$ cat config.mk
export PLATFORM = sky130hd
export DESIGN_NAME = wd_guard
export DESIGN_NICKNAME = d
export VERILOG_FILES = /design/src/rtl/wd_pkg.sv /design/src/rtl/wd_unlock.sv /design/src/rtl/wd_cfg.sv /design/src/rtl/wd_timer.sv /design/src/rtl/wd_guard.sv
export SDC_FILE = /design/constraint.sdc
export NUM_CORES = 1
export LEC_CHECK = 0
export CAP_MARGIN = 0
export CORE_AREA = 2 2 134 136
export CTS_CLUSTER_SIZE = 12
export DETAILED_ROUTE_END_ITERATION = 8
export DIE_AREA = 0 0 136 138
export DONT_BUFFER_PORTS = 1
export GPL_ROUTABILITY_DRIVEN = 0
export PLACE_DENSITY = 0.48
export SLEW_MARGIN = 20
export SYNTH_ARGS = -nofsm -noshare
export SYNTH_HDL_FRONTEND = slang
export SYNTH_SLANG_ARGS = --single-unit
$ cat constraint.sdc
create_clock -name clk -period 2 [get_ports clk]
set_input_delay 0.3 -clock clk [delete_from_list [all_inputs] [get_ports clk]]
set_output_delay 0.3 -clock clk [all_outputs]
set_load 0.1 [all_outputs]
$ cat src/rtl/wd_pkg.sv
package wd_pkg;
    localparam int BUS_W  = 16;
    localparam int CTRL_W = 3;

    localparam logic [1:0] ADDR_CTRL = 2'd0;
    localparam logic [1:0] ADDR_TOUT = 2'd1;
    localparam logic [1:0] ADDR_WIN  = 2'd2;
    localparam logic [1:0] ADDR_KEY  = 2'd3;

    localparam logic [BUS_W-1:0] KEY_FIRST  = 16'hC520;
    localparam logic [BUS_W-1:0] KEY_SECOND = 16'hD928;
    localparam logic [BUS_W-1:0] KEY_FEED   = 16'hB480;

    localparam int BIT_EN    = 0;
    localparam int BIT_ALLOW = 1;
    localparam int BIT_WMODE = 2;

    typedef enum logic [1:0] {
        UL_IDLE,
        UL_KEY1,
        UL_DEAD,
        UL_OPEN
    } ul_state_e;
endpackage

$ cat src/rtl/wd_unlock.sv
module wd_unlock
    import wd_pkg::*;
#(
    parameter int KEY_GAP = 20,
    parameter int CFG_WIN = 128
) (
    input  logic             clk,
    input  logic             rst_n,
    input  logic             key_we,
    input  logic [BUS_W-1:0] wdata,
    input  logic             allow,
    output logic             win_open,
    output logic             win_close
);
    localparam int GAP_W = $clog2(KEY_GAP + 1);
    localparam int WIN_W = $clog2(CFG_WIN + 1);

    typedef struct packed {
        ul_state_e        st;
        logic [GAP_W-1:0] gap;
        logic [WIN_W-1:0] wcnt;
    } ul_s;

    ul_s q, d;

    always_comb begin
        d = q;
        case (q.st)
            UL_IDLE: begin
                if (key_we && wdata == KEY_FIRST && allow) begin
                    d.st  = UL_KEY1;
                    d.gap = GAP_W'(1);
                end
            end
            UL_KEY1: begin
                if (key_we) begin
                    d.st = (wdata == KEY_SECOND) ? UL_DEAD : UL_IDLE;
                end else if (q.gap >= GAP_W'(KEY_GAP)) begin
                    d.st = UL_IDLE;
                end else begin
                    d.gap = q.gap + GAP_W'(1);
                end
            end
            UL_DEAD: begin
                d.st   = UL_OPEN;
                d.wcnt = '0;
            end
            default: begin
                if (q.wcnt == WIN_W'(CFG_WIN - 1)) d.st = UL_IDLE;
                else d.wcnt = q.wcnt + WIN_W'(1);
            end
        endcase
    end

    always_ff @(posedge clk or negedge rst_n) begin
        if (!rst_n) q <= '{st: UL_IDLE, gap: '0, wcnt: '0};
        else        q <= d;
    end

    assign win_open  = (q.st == UL_OPEN);
    assign win_close = (q.st == UL_OPEN) && (q.wcnt == WIN_W'(CFG_WIN - 1));

    // a pending first key never outlives the gap limit
    a_r2_gap_bound: assert property (@(posedge clk) disable iff (!rst_n)
        q.st == UL_KEY1 |-> q.gap <= GAP_W'(KEY_GAP));
    // the dead clock is always followed by the open window
    a_r4_dead_then_open: assert property (@(posedge clk) disable iff (!rst_n)
        q.st == UL_DEAD |=> q.st == UL_OPEN);
    // frozen settings never start a key sequence
    a_r8_frozen: assert property (@(posedge clk) disable iff (!rst_n)
        (q.st == UL_IDLE && !allow) |=> q.st != UL_KEY1);
    // an open window only advances until it closes
    a_r10_no_restart: assert property (@(posedge clk) disable iff (!rst_n)
        (q.st == UL_OPEN && !win_close) |=> (q.st == UL_OPEN && q.wcnt != '0));
endmodule

$ cat src/rtl/wd_cfg.sv
module wd_cfg
    import wd_pkg::*;
#(
    parameter logic [BUS_W-1:0] TOUT_DEF = 16'd8000
) (
    input  logic              clk,
    input  logic              rst_n,
    input  logic              we,
    input  logic [1:0]        addr,
    input  logic [BUS_W-1:0]  wdata,
    input  logic              win_open,
    input  logic              win_close,
    output logic [CTRL_W-1:0] act_ctrl,
    output logic [BUS_W-1:0]  act_tout,
    output logic [BUS_W-1:0]  act_win,
    output logic              blocked,
    output logic              restart,
    output logic              empty_fault
);
    typedef struct packed {
        logic [CTRL_W-1:0] stg_ctrl;
        logic [BUS_W-1:0]  stg_tout;
        logic [BUS_W-1:0]  stg_win;
        logic [2:0]        done;
        logic [CTRL_W-1:0] act_ctrl;
        logic [BUS_W-1:0]  act_tout;
        logic [BUS_W-1:0]  act_win;
        logic              blocked;
    } cfg_s;

    cfg_s q, d;
    logic any_wr;

    always_comb begin
        d = q;
        if (we && addr != ADDR_KEY) begin
            if (!win_open) begin
                d.blocked = 1'b1;
            end else begin
                case (addr)
                    ADDR_CTRL: if (!q.done[0]) begin
                        d.done[0]  = 1'b1;
                        d.stg_ctrl = wdata[CTRL_W-1:0];
                    end
                    ADDR_TOUT: if (!q.done[1]) begin
                        d.done[1]  = 1'b1;
                        d.stg_tout = wdata;
                    end
                    default: if (!q.done[2]) begin
                        d.done[2] = 1'b1;
                        d.stg_win = wdata;
                    end
                endcase
            end
        end
        any_wr = |d.done;
        if (win_close) begin
            if (d.done[0]) d.act_ctrl = d.stg_ctrl;
            if (d.done[1]) d.act_tout = d.stg_tout;
            if (d.done[2]) d.act_win  = d.stg_win;
            d.done = '0;
        end
    end

    always_ff @(posedge clk or negedge rst_n) begin
        if (!rst_n) begin
            q          <= '0;
            q.act_ctrl <= CTRL_W'(3'b011);
            q.act_tout <= TOUT_DEF;
        end else begin
            q <= d;
        end
    end

    assign act_ctrl    = q.act_ctrl;
    assign act_tout    = q.act_tout;
    assign act_win     = q.act_win;
    assign blocked     = q.blocked;
    assign restart     = win_close && any_wr;
    assign empty_fault = win_close && !any_wr;

    // active settings change only on a window close
    a_r7_hold: assert property (@(posedge clk) disable iff (!rst_n)
        !win_close |=> $stable({q.act_ctrl, q.act_tout, q.act_win}));
    // refused-write flag is sticky
    a_r7_sticky: assert property (@(posedge clk) disable iff (!rst_n)
        q.blocked |=> q.blocked);
    // a second timeout write in one window leaves the staged value alone
    a_r6_once: assert property (@(posedge clk) disable iff (!rst_n)
        (win_open && we && addr == ADDR_TOUT && q.done[1]) |=> $stable(q.stg_tout));
endmodule

$ cat src/rtl/wd_timer.sv
module wd_timer
    import wd_pkg::*;
#(
    parameter int GRACE = 16
) (
    input  logic             clk,
    input  logic             rst_n,
    input  logic             en,
    input  logic             wmode,
    input  logic [BUS_W-1:0] tout,
    input  logic [BUS_W-1:0] win,
    input  logic             feed,
    input  logic             restart,
    input  logic             ext_fault,
    output logic             irq,
    output logic             rst_req
);
    localparam int GR_W = $clog2(GRACE + 1);

    typedef struct packed {
        logic [BUS_W-1:0] cnt;
        logic             fault;
        logic [GR_W-1:0]  gcnt;
        logic             rreq;
    } tm_s;

    tm_s q, d;
    logic early_feed, expired;

    always_comb begin
        d          = q;
        early_feed = feed && wmode && (q.cnt < win);
        expired    = en && (q.cnt >= tout);
        if (!q.fault) begin
            if (restart || feed) d.cnt = '0;
            else if (en)         d.cnt = q.cnt + BUS_W'(1);
            if (expired || early_feed || ext_fault) d.fault = 1'b1;
        end else if (!q.rreq) begin
            if (q.gcnt == GR_W'(GRACE - 1)) d.rreq = 1'b1;
            d.gcnt = q.gcnt + GR_W'(1);
        end
    end

    always_ff @(posedge clk or negedge rst_n) begin
        if (!rst_n) q <= '0;
        else        q <= d;
    end

    assign irq     = q.fault;
    assign rst_req = q.rreq;

    // the reset request never appears without the interrupt
    a_r12_order: assert property (@(posedge clk) disable iff (!rst_n)
        q.rreq |-> q.fault);
    // the interrupt is sticky
    a_r12_sticky: assert property (@(posedge clk) disable iff (!rst_n)
        q.fault |=> q.fault);
    // a disabled, unfed counter holds its value
    a_r14_hold: assert property (@(posedge clk) disable iff (!rst_n)
        (!en && !restart && !feed && !q.fault) |=> $stable(q.cnt));
endmodule

$ cat src/rtl/wd_guard.sv
module wd_guard
    import wd_pkg::*;
#(
    parameter int               KEY_GAP  = 20,
    parameter int               CFG_WIN  = 128,
    parameter int               GRACE    = 16,
    parameter logic [15:0]      TOUT_DEF = 16'd8000
) (
    input  logic        clk,
    input  logic        rst_n,
    input  logic        bus_we,
    input  logic [1:0]  bus_addr,
    input  logic [15:0] bus_wdata,
    output logic        irq,
    output logic        rst_req,
    output logic        cfg_open,
    output logic        wr_blocked,
    output logic [2:0]  act_ctrl,
    output logic [15:0] act_tout,
    output logic [15:0] act_window
);
    logic key_we, feed, win_close, restart, empty_fault;

    assign key_we = bus_we && (bus_addr == ADDR_KEY);
    assign feed   = key_we && (bus_wdata == KEY_FEED);

    wd_unlock #(.KEY_GAP(KEY_GAP), .CFG_WIN(CFG_WIN)) u_unlock (
        .clk      (clk),
        .rst_n    (rst_n),
        .key_we   (key_we),
        .wdata    (bus_wdata),
        .allow    (act_ctrl[BIT_ALLOW]),
        .win_open (cfg_open),
        .win_close(win_close)
    );

    wd_cfg #(.TOUT_DEF(TOUT_DEF)) u_cfg (
        .clk        (clk),
        .rst_n      (rst_n),
        .we         (bus_we),
        .addr       (bus_addr),
        .wdata      (bus_wdata),
        .win_open   (cfg_open),
        .win_close  (win_close),
        .act_ctrl   (act_ctrl),
        .act_tout   (act_tout),
        .act_win    (act_window),
        .blocked    (wr_blocked),
        .restart    (restart),
        .empty_fault(empty_fault)
    );

    wd_timer #(.GRACE(GRACE)) u_timer (
        .clk      (clk),
        .rst_n    (rst_n),
        .en       (act_ctrl[BIT_EN]),
        .wmode    (act_ctrl[BIT_WMODE]),
        .tout     (act_tout),
        .win      (act_window),
        .feed     (feed),
        .restart  (restart),
        .ext_fault(empty_fault),
        .irq      (irq),
        .rst_req  (rst_req)
    );
endmodule

==> flow_summary.yaml <==
status:
  status: "finished, violations left"
  violations: "negative hold slack, negative setup slack"
floorplan:
  dieWidth_um: 136
  die_h_um: 138
  num_rows: 49
  io_pins: 60
  die-area_um2: 18800
  start_util_pct: 33.8
  core_um2: 17500
sta:
  final_hold_viol_count: 112
  period_minus_slack_ps: 2010
  setup-violations-final: 6
  fmax_mhz: 497
  holdWs_ps: -369
  finalSetupTns_ps: -43.3
  timing.final.ws_setup_ps: -11.3
  period_share_pct: 101
  drv_slew: 0
  rsz0062_at_grt: "true"
  clock-skew-final_ps: 17.2
  worst_pin_slew_ps: 907
  max_slew_margin_pct: 39.5
global_routing:
  grt_usage_pct: 16.1
  grt_pass1_vias: 4169
  grt_max_degree: 113
  antenna_found_initial: 0
  grt_overflow: 0
  grt_pass1_wl_um: 23300
detailed_routing:
  firstDrtPassIters: 4
  drt_iter0_markers: 250
  wl_met2_um: 6610
  wirelength_met1_um: 6940
  viasPerCell: 4.99
  routed.top_layer: "met4"
  ant_nets: 0
  remaining_drc_errors: 0
  routed_wirelength_um: 14500
  vias: 4118
  wl_met3_um: 741
  wl_per_cell_um: 17.5
place:
  dpl.hpwl_um: 10700
  portBuffers: 0
setup_path:
  crit_type: "reg -> reg"
  r2r_slack_ps: -10
  critPathArrivalTime_ps: 2260
  setup.worst_path.end_class: "register"
  r2r_end: "u_cfg.act_tout[4]"
  cp_max_fo: 16
  start_kind: "register"
  rr_startpoint: "u_unlock.q[1]"
  r2r_cells: 6
  worst_ep_required_time_ps: 2250
layout:
  layout_common_cells: "dfrtp_1, buf_4, nor2_1, mux2_2, inv_1"
  mostFrequentLayoutCell: "dfrtp_1"
  drive_gt1_share_pct: 27.0
  antenna_cells: 0
  layout.nets: 650
  syn2layout_area_growth_pct: 14.9
job:
  max_cap_viol_count: 0
clock_network:
  clk_latency_ps: 370
  htreeDepth: 3
  clockBufferDepth: 2
  tritoncts: "yes"
  cts-root-buf: "clkbuf_16"
  numClockSinks: 112
  cts_buffers: 9
  clk_pin_slew_ps: 70
synth:
  synth_nets: 615
  ys_ff_latch: 112
  ys_warn_count: 0
  synthAdderAreaFrac_pct: 7.80
  synth_xor_area_share_pct: 2.51
  ys.flop_type: "dfrtp_1"
  synth_compound_gate_area_share_pct: 9.17
  yosysTopAreaCellShare_pct: 43.9
  yosys.area.top_type: "dfrtp_1"
  syn_avg_cell_area_um2: 10.7
  synth-edff-count: 0
  synth.distinct_cells: 56
  synth-seq-area-share_pct: 47.4
  muxShareOfSynthArea_pct: 11.2
  syn_inst: 557
  yosys.area_share.simple_pct: 13.4
  synth.area.top_cells: "dfrtp_1, mux2_2, ha_1"
  synth_top_family_by_area: "simple AND/OR/NAND/NOR gates"
  async_reset_ff_share_pct: 100
  netlist_area_um2: 5930
pwr:
  powerDensity_nw_per_um2: 655
  p_total_mw: 4.46
  peakVddDrop_mv: 0.399
  p_leak_nw: 3.10
hold_path:
  worst_hold_path_type: "in -> async"
==> worst max-delay path, stage by stage, from the launching register on <==
cell and delay (ps):
dfrtp_1 360, ha_2 180, nand4_1 180, or3_4 400, nor3_4 230, buf_12 210
mux2_2 340
==> how the worst max path moves through the flow <==
stage / slack, ps / startpoint / end
3_5_place_dp: -30 / u_unlock.q[1] / u_timer.q[17]
4_1_cts: 1 / u_unlock.q[1] / u_cfg.act_tout[3]
5_1_grt: -100 / u_unlock.q[1] / u_cfg.act_tout[0]
3_3_place_gp: 40 / u_unlock.q[1] / u_timer.q[9]
6_report: -10 / u_unlock.q[1] / u_cfg.act_tout[4]
2_1_floorplan: -140 / u_unlock.q[0] / u_cfg.act_tout[13]
==> layout make-up <==
| cell class | instances | area (um2) |
|---|---|---|
| flip-flops and latches | 112 | 2810 |
| clock buffers | 11 | 253 |
| fillers | 1756 | 10700 |
| multi-input cells | 352 | 2660 |
| well taps | 229 | 287 |
| repair buffers | 74 | 584 |
| inverters | 43 | 161 |
| clock inverters | 5 | 61.3 |
==> synth_stat cells (3+ instances only) <==
library cell / number
buf_4: 36
nand2_1: 39
dfstp_2: 8
xor2_1: 11
or3_1: 3
o2bb2ai_1: 3
o22ai_1: 7
inv_1: 41
ha_1: 37
mux2_4: 10
o31ai_1: 3
nor2_1: 48
dfrtp_1: 104
a21o_1: 6
and4_1: 4
a31oi_1: 5
buf_2: 4
clkbuf_1: 8
mux2_2: 42
nor4_1: 3
nor2b_1: 5
and3_1: 3
nor3_1: 9
nand2b_1: 3
nand3_1: 13
nand4_1: 12
mux2i_1: 4
a21oi_1: 34
o21ai_0: 10
xnor2_1: 6
==> stage by stage <==
stage	instance area [um2]	utilization, %	setup slack (ps)	hold slack (ps)	std cells
floorplan	5940	-	-138	4.41	557
global placement	6430	36.7	38.1	9.28	805
detailed placement	6430	36.7	-28.0	8.89	805
CTS	6750	38.5	1.21	-384	821
global route	6820	38.9	-96.4	-390	826
finish	6820	38.9	-11.3	-369	826
==> cell families (layout without fill, tap and decap cells) <==
family,Yosys count,count (layout)
flops,112,112
mux,56,56
compound gates,85,85
buf+inv,93,133
xor+xnor,17,17
simple gates,157,157
fa+ha+maj,37,37
==> state kept, by name, summed over array words and instances (netlist names) <==
| register | flops |
|---|---|
| u_cfg.blocked | 1 |
| u_cfg.act_ctrl | 3 |
| u_timer.q | 21 |
| u_unlock.q | 15 |
| u_cfg.q | 38 |
| u_cfg.act_win | 16 |
| u_timer.rst_req | 1 |
| u_timer.irq | 1 |
| u_cfg.act_tout | 16 |
==> metal layers <==
layer  up-vias  GRT usage [%]
met4         0           5.10
met1      2051           22.6
met5         -              0
met3        12           3.70
met2        66           24.6
li1       1989              -
==> where the power goes <==
group | internal [mW] | switching [mW] | total [mW]
Sequential | 2.36 | 0.0378 | 2.40
Clock | 1.05 | 0.876 | 1.93
Combinational | 0.0838 | 0.0553 | 0.139
==> repair_timing <==
| item | 4_1_cts | 5_1_grt |
|---|---|---|
| setup endpoints to repair | 14 | 44 |
| gates cloned | 0 | 1 |
| gates resized for setup | 1 | 8 |
| setup buffers | 0 | 4 |
| pin swaps | 0 | 2 |
| endpoints found under the hold margin | 112 | 112 |
(Power assumes the default switching activity.)
